### src/rtl/clkcfg_pkg.sv
package clkcfg_pkg;
  localparam int NumRegs   = 9;
  localparam int DataW     = 8;
  localparam int StatW     = 5;
  localparam int StatusIdx = 7;
  localparam int CtrlBIdx  = 6;
  localparam int SwRstBit  = 4;

  typedef struct packed {
    logic [NumRegs-1:0] wrSel;
    logic [NumRegs-1:0] rdSel;
  } strobe_t;

  // writable bits per register; others are reserved or forced zero
  function automatic logic [DataW-1:0] wrMask(int idx);
    case (idx)
      2:       return 8'hFE;
      3, 4:    return 8'hE0;
      6:       return 8'hF6;
      7, 8:    return 8'h00;
      default: return 8'hFF;
    endcase
  endfunction

  function automatic logic [DataW-1:0] rstVal(int idx);
    return (idx == 5) ? 8'h60 : 8'h00;
  endfunction
endpackage

### src/rtl/clkcfg_ctrl.sv
module clkcfg_ctrl
  import clkcfg_pkg::*;
#(
  parameter int Regs  = NumRegs,
  parameter int AddrW = 8,
  parameter int SlvW  = 7,
  parameter logic [SlvW-1:0] BaseAddr = 7'h68
) (
  input  logic             clk,
  input  logic             rstN,
  input  logic [1:0]       strapA,
  input  logic [1:0]       strapB,
  input  logic             wrEn,
  input  logic             rdEn,
  input  logic [AddrW-1:0] addr,
  output strobe_t          strobe,
  output logic [SlvW-1:0]  slaveAddr,
  output logic             spiMode
);
  localparam int CodeW   = 4;
  localparam int SpiCode = 8;

  function automatic logic [CodeW-1:0] level(logic [1:0] s);
    return s[1] ? CodeW'(2) : CodeW'(s[0]);
  endfunction

  logic             captured;
  logic [CodeW-1:0] strapCode;
  logic [AddrW-1:0] effAddr;

  assign strapCode = CodeW'(3 * level(strapA) + level(strapB));

  always_ff @(posedge clk or negedge rstN) begin
    if (!rstN) begin
      captured  <= 1'b0;
      slaveAddr <= '0;
      spiMode   <= 1'b0;
    end else if (!captured) begin
      captured  <= 1'b1;
      spiMode   <= (strapCode == CodeW'(SpiCode));
      slaveAddr <= (strapCode == CodeW'(SpiCode)) ? '0 : BaseAddr + SlvW'(strapCode);
    end
  end

  assign effAddr = spiMode ? {1'b0, addr[AddrW-2:0]} : addr;

  for (genvar i = 0; i < Regs; i++) begin : g_dec
    assign strobe.wrSel[i] = wrEn && (effAddr == AddrW'(i));
    assign strobe.rdSel[i] = rdEn && (effAddr == AddrW'(i));
  end

  // straps are latched once and held
  a_r3_strap_hold: assert property (@(posedge clk) disable iff (!rstN)
    captured && $past(captured) |-> $stable(slaveAddr) && $stable(spiMode));
  // at most one register selected
  a_r5_onehot_sel: assert property (@(posedge clk) disable iff (!rstN)
    $onehot0(strobe.wrSel) && $onehot0(strobe.rdSel));
  // spi mode carries no slave address
  a_r2_spi_addr: assert property (@(posedge clk) disable iff (!rstN)
    spiMode |-> slaveAddr == '0);
endmodule

### src/rtl/clkcfg_data.sv
module clkcfg_data
  import clkcfg_pkg::*;
#(
  parameter int Regs  = NumRegs,
  parameter int Width = DataW,
  parameter int SW    = StatW
) (
  input  logic                  clk,
  input  logic                  rstN,
  input  strobe_t               strobe,
  input  logic [Width-1:0]      wrData,
  input  logic [SW-1:0]         statusIn,
  output logic [Width-1:0]      rdData,
  output logic [Regs*Width-1:0] regBus,
  output logic                  mrPulse
);
  logic [Width-1:0] regs [Regs];

  assign mrPulse = regs[CtrlBIdx][SwRstBit];

  for (genvar i = 0; i < Regs; i++) begin : g_reg
    if (i == StatusIdx) begin : g_stat
      always_ff @(posedge clk or negedge rstN) begin
        if (!rstN)        regs[i] <= rstVal(i);
        else if (mrPulse) regs[i] <= rstVal(i);
        else              regs[i] <= {1'b0, statusIn, 2'b00};
      end
    end else begin : g_cfg
      always_ff @(posedge clk or negedge rstN) begin
        if (!rstN)                 regs[i] <= rstVal(i);
        else if (mrPulse)          regs[i] <= rstVal(i);
        else if (strobe.wrSel[i])  regs[i] <= wrData & wrMask(i);
      end
    end
    assign regBus[i*Width +: Width] = regs[i];

    // reserved and forced-zero bits never become set
    a_r7_reserved_zero: assert property (@(posedge clk) disable iff (!rstN)
      (regs[i] & ~(wrMask(i) | ((i == StatusIdx) ? 8'h7C : 8'h00))) == '0);
  end

  always_comb begin
    rdData = '0;
    for (int i = 0; i < Regs; i++)
      if (strobe.rdSel[i]) rdData = rdData | regs[i];
  end

  // software reset bit write yields a pulse next cycle
  a_r10_mr_pulse: assert property (@(posedge clk) disable iff (!rstN)
    strobe.wrSel[CtrlBIdx] && wrData[SwRstBit] && !mrPulse |=> mrPulse);
  // pulse lasts one cycle and restores defaults
  a_r10_defaults: assert property (@(posedge clk) disable iff (!rstN)
    mrPulse |=> !mrPulse && regs[5] == rstVal(5) && regs[0] == '0);
  // status follows inputs with one cycle delay
  a_r9_status: assert property (@(posedge clk) disable iff (!rstN)
    !mrPulse |=> regs[StatusIdx] == {1'b0, $past(statusIn), 2'b00});
endmodule

### src/rtl/clkcfg_regs.sv
module clkcfg_regs
  import clkcfg_pkg::*;
(
  input  logic        clk,
  input  logic        rstN,
  input  logic [1:0]  strapA,
  input  logic [1:0]  strapB,
  input  logic        wrEn,
  input  logic        rdEn,
  input  logic [7:0]  addr,
  input  logic [7:0]  wrData,
  output logic [7:0]  rdData,
  input  logic [4:0]  statusIn,
  output logic [6:0]  slaveAddr,
  output logic        spiMode,
  output logic        mrPulse,
  output logic [7:0]  divP,
  output logic [14:0] divM,
  output logic [2:0]  divN0,
  output logic [2:0]  divN1,
  output logic [7:0]  ctrlA,
  output logic [7:0]  ctrlB
);
  strobe_t                  strobe;
  logic [NumRegs*DataW-1:0] regBus;

  clkcfg_ctrl u_ctrl (
    .clk(clk), .rstN(rstN), .strapA(strapA), .strapB(strapB),
    .wrEn(wrEn), .rdEn(rdEn), .addr(addr), .strobe(strobe),
    .slaveAddr(slaveAddr), .spiMode(spiMode)
  );

  clkcfg_data u_data (
    .clk(clk), .rstN(rstN), .strobe(strobe), .wrData(wrData),
    .statusIn(statusIn), .rdData(rdData), .regBus(regBus), .mrPulse(mrPulse)
  );

  assign divP  = regBus[0*DataW +: DataW];
  assign divM  = {regBus[1*DataW +: DataW], regBus[2*DataW+1 +: DataW-1]};
  assign divN0 = regBus[3*DataW+5 +: 3];
  assign divN1 = regBus[4*DataW+5 +: 3];
  assign ctrlA = regBus[5*DataW +: DataW];
  assign ctrlB = regBus[6*DataW +: DataW];
endmodule

### config.mk
export PLATFORM = sky130hd
export DESIGN_NAME = clkcfg_regs
export DESIGN_NICKNAME = d
export VERILOG_FILES = /design/src/rtl/clkcfg_pkg.sv /design/src/rtl/clkcfg_ctrl.sv /design/src/rtl/clkcfg_data.sv /design/src/rtl/clkcfg_regs.sv
export SDC_FILE = /design/constraint.sdc
export NUM_CORES = 1
export LEC_CHECK = 0
export BUFFER_PORTS_ARGS = -buffer_cell sky130_fd_sc_hd__buf_2
export CORE_MARGIN = 2
export CORE_UTILIZATION = 46
export CTS_BUF_LIST = sky130_fd_sc_hd__clkbuf_4
export DETAILED_ROUTE_END_ITERATION = 8
export PLACE_DENSITY = 0.82
export RECOVER_POWER = 50
export SYNTH_ARGS = -nofsm -noshare
export SYNTH_HDL_FRONTEND = slang
export SYNTH_HIERARCHICAL = 1
export SYNTH_SLANG_ARGS = --single-unit
### constraint.sdc
create_clock -name clk -period 2.15 [get_ports clk]
set_clock_uncertainty 0.05 [all_clocks]
set_input_delay 0.3225 -clock clk [delete_from_list [all_inputs] [get_ports clk]]
set_output_delay 0.3225 -clock clk [all_outputs]
set_load 0.01 [all_outputs]
==> out/summary.txt <==
status = complete, but fails checks
failing checks = negative setup slack
Post-Route WL = 7670 µm
IO buf count = 88
total CTS buffers = 5
Final Hold Viols = 0
fill count = 497
fin worst setup slack = -203 ps
initial antenna violation count = 0
hpwl dp = 5240 µm
cells on worst reg2reg path = 8
Top Ports = 91
die width = 82.5 µm
cell area after synthesis = 0.00284 mm²
crit path max fanout = 6
core area = 0.00596 mm²
DRT iter0 DRCs = 249
Slew @ Worst Pin = 1180 ps
critical path required time = 1780 ps
min Tclk post-route = 2350 ps
grt ovf = 0
area growth from synthesis to layout = 30.4%
CP Launch Type = flop
largest net degree at the start of global routing = 51
total die area = 0.00681 mm²
RSZ-0062 raised after global routing = yes
layout net count = 391
Routed WL per cell = 17.7 µm
worst r2r src = u_ctrl/spiMode$_DFFE_PN0N_
Syn Inst Count = 253
number of vias per cell = 5.60
Slew headroom = 21.0%
critical path arrival = 1980 ps
DP Area = 0.00346 mm²
DIE HEIGHT = 82.5 µm
worst-skew pair later-pin latency = 370 ps
end of the worst register-to-register path = u_data/regBus[44]$_DFFE_PN0P_
vias = 2,432
Crit-path slowest cell = dfrtp_1
fin. max-slew vios = 0
pre-CTS WS = -286 ps
drt pass-1 iters = 4
syn_area_per_cell = 11.2 µm²
Hold EP = u_data/regBus[60]$_DFF_PN0_
Worst R2R Setup Slack = 190 ps
Post-DRT Antenna Nets = 0
Site Rows = 28
Max Fclk = 0.425 GHz
Setup-failing EPs final = 8
Leak = 1.78 nW
CP Cell Sequence = nor2b_4 -> buf_12 -> nor4_4 -> buf_4 -> a222oi_1 -> nand2_1 -> buf_2
Worst-path clk slew = 150 ps
Root Buffer Master = clkbuf_4
Initial Util = 47.6%
CTS sink cnt = 56
Power Density = 526 mW/mm²
final worst path period share = 109%
Min-Delay Path Depth = 2
gpl congestion = 0.860
post-route cell area = 0.00370 mm²
Final Core Density = 62.1%
drt drc = 0
Crit path largest cell delay = 430 ps
Worst Path Class, Setup = reg -> out
vias in the first global route = 2,404
multi-input logic area = 0.00139 mm²
first-pass GRT wire length = 11,900 µm
min-delay src = statusIn[2]
Max Buffers Root-to-Sink = 2
CTS tree = built
CP Capture Type = primary output
share of layout cells above drive strength 1 = 41.8%
ANT cells = 0
Peak VDD IR = 0.357 mV
Setup TNS = -1240 ps
synth warn = 6
All-Layer GR Usage = 23.3%
H-tree levels = 2
MaxCap Viol Count = 0
total chip power = 1.95 mW
worst hold path class = in -> reg
FF+latch area = 0.00140 mm²
## layout by cell type (no fill, tap or decap), types with 3 or more instances in the layout
master / instances
buf_2: 68
dfrtp_1: 54
nor2_1: 43
mux2i_1: 40
buf_4: 26
clkbuf_1: 19
nor4_2: 11
nor2b_1: 9
a22oi_2: 9
a22oi_1: 9
clkbuf_4: 6
nand2_1: 5
buf_6: 4
inv_1: 4
nor4_4: 4
a222oi_1: 4
nand2b_1: 3
mux2_2: 3
conb_1: 3
nand3_1: 3
## final cells by class
cell class                 count  share of cell area (%)
sequential                    56                    38.0
timing repair buffer         122                    19.9
clock buffer                   6                    1.22
clock inverter                 2                   0.440
multi-input combinational    168                    37.5
inverter                       5                   0.507
tap                           75                    2.54
## how the worst max path moves through the flow
| stage | start | end | cells past startpoint |
|---|---|---|---|
| floorplan | strapA[1] | u_ctrl/slaveAddr[4]$_DFFE_PN0N_ | 7 |
| global placement | addr[5] | rdData[5] | 8 |
| detailed placement | addr[5] | rdData[6] | 8 |
| CTS | u_ctrl/spiMode$_DFFE_PN0N_ | rdData[3] | 7 |
| global route | u_ctrl/spiMode$_DFFE_PN0N_ | rdData[7] | 7 |
| finish | u_ctrl/spiMode$_DFFE_PN0N_ | rdData[3] | 7 |
## through the flow
step           hold WS, ps  cells
2_1_floorplan        -23.1    254
3_3_place_gp           119    416
3_5_place_dp           121    416
4_1_cts               86.2    434
5_1_grt               80.4    434
6_report               103    434
## sequential cells by signal (all words and copies together) (netlist names)
signal	cells
u_ctrl/captured	1
u_data/regBus	47
u_ctrl/spiMode	1
u_data/mrPulse	1
u_ctrl/slaveAddr	6
## power breakdown
| part | leakage, nW | switching [mW] | internal, mW |
|---|---|---|---|
| combinational | 1.01 | 0.175 | 0.141 |
| clock | 0.0319 | 0.320 | 0.144 |
| sequential | 0.738 | 0.0504 | 1.12 |
| total | 1.78 | 0.546 | 1.40 |
## critical path, delay by kind of cell, from the launching register on
family / cells / cell delay, ps
buffers and inverters: 3 / 450
AOI/OAI and AO/OA: 1 / 400
and+or+nand+nor: 3 / 320
DFF: 1 / 430
## what timing repair did
item	CTS	global route
hold endpoints to repair	45	0
gates cloned	1	0
pin swaps	8	6
endpoints found under the setup margin	8	8
hold buffers	1	0
buffers inserted	8	1
resized for setup	20	3
## routing by layer
layer / wire (µm) / track usage (%)
met1: 3030 / 30.7
met2: 3910 / 37.7
met4: 120 / 10.2
met5: 0 / 0
met3: 609 / 4.13
Note: power is estimated with default switching activity, not from simulation.
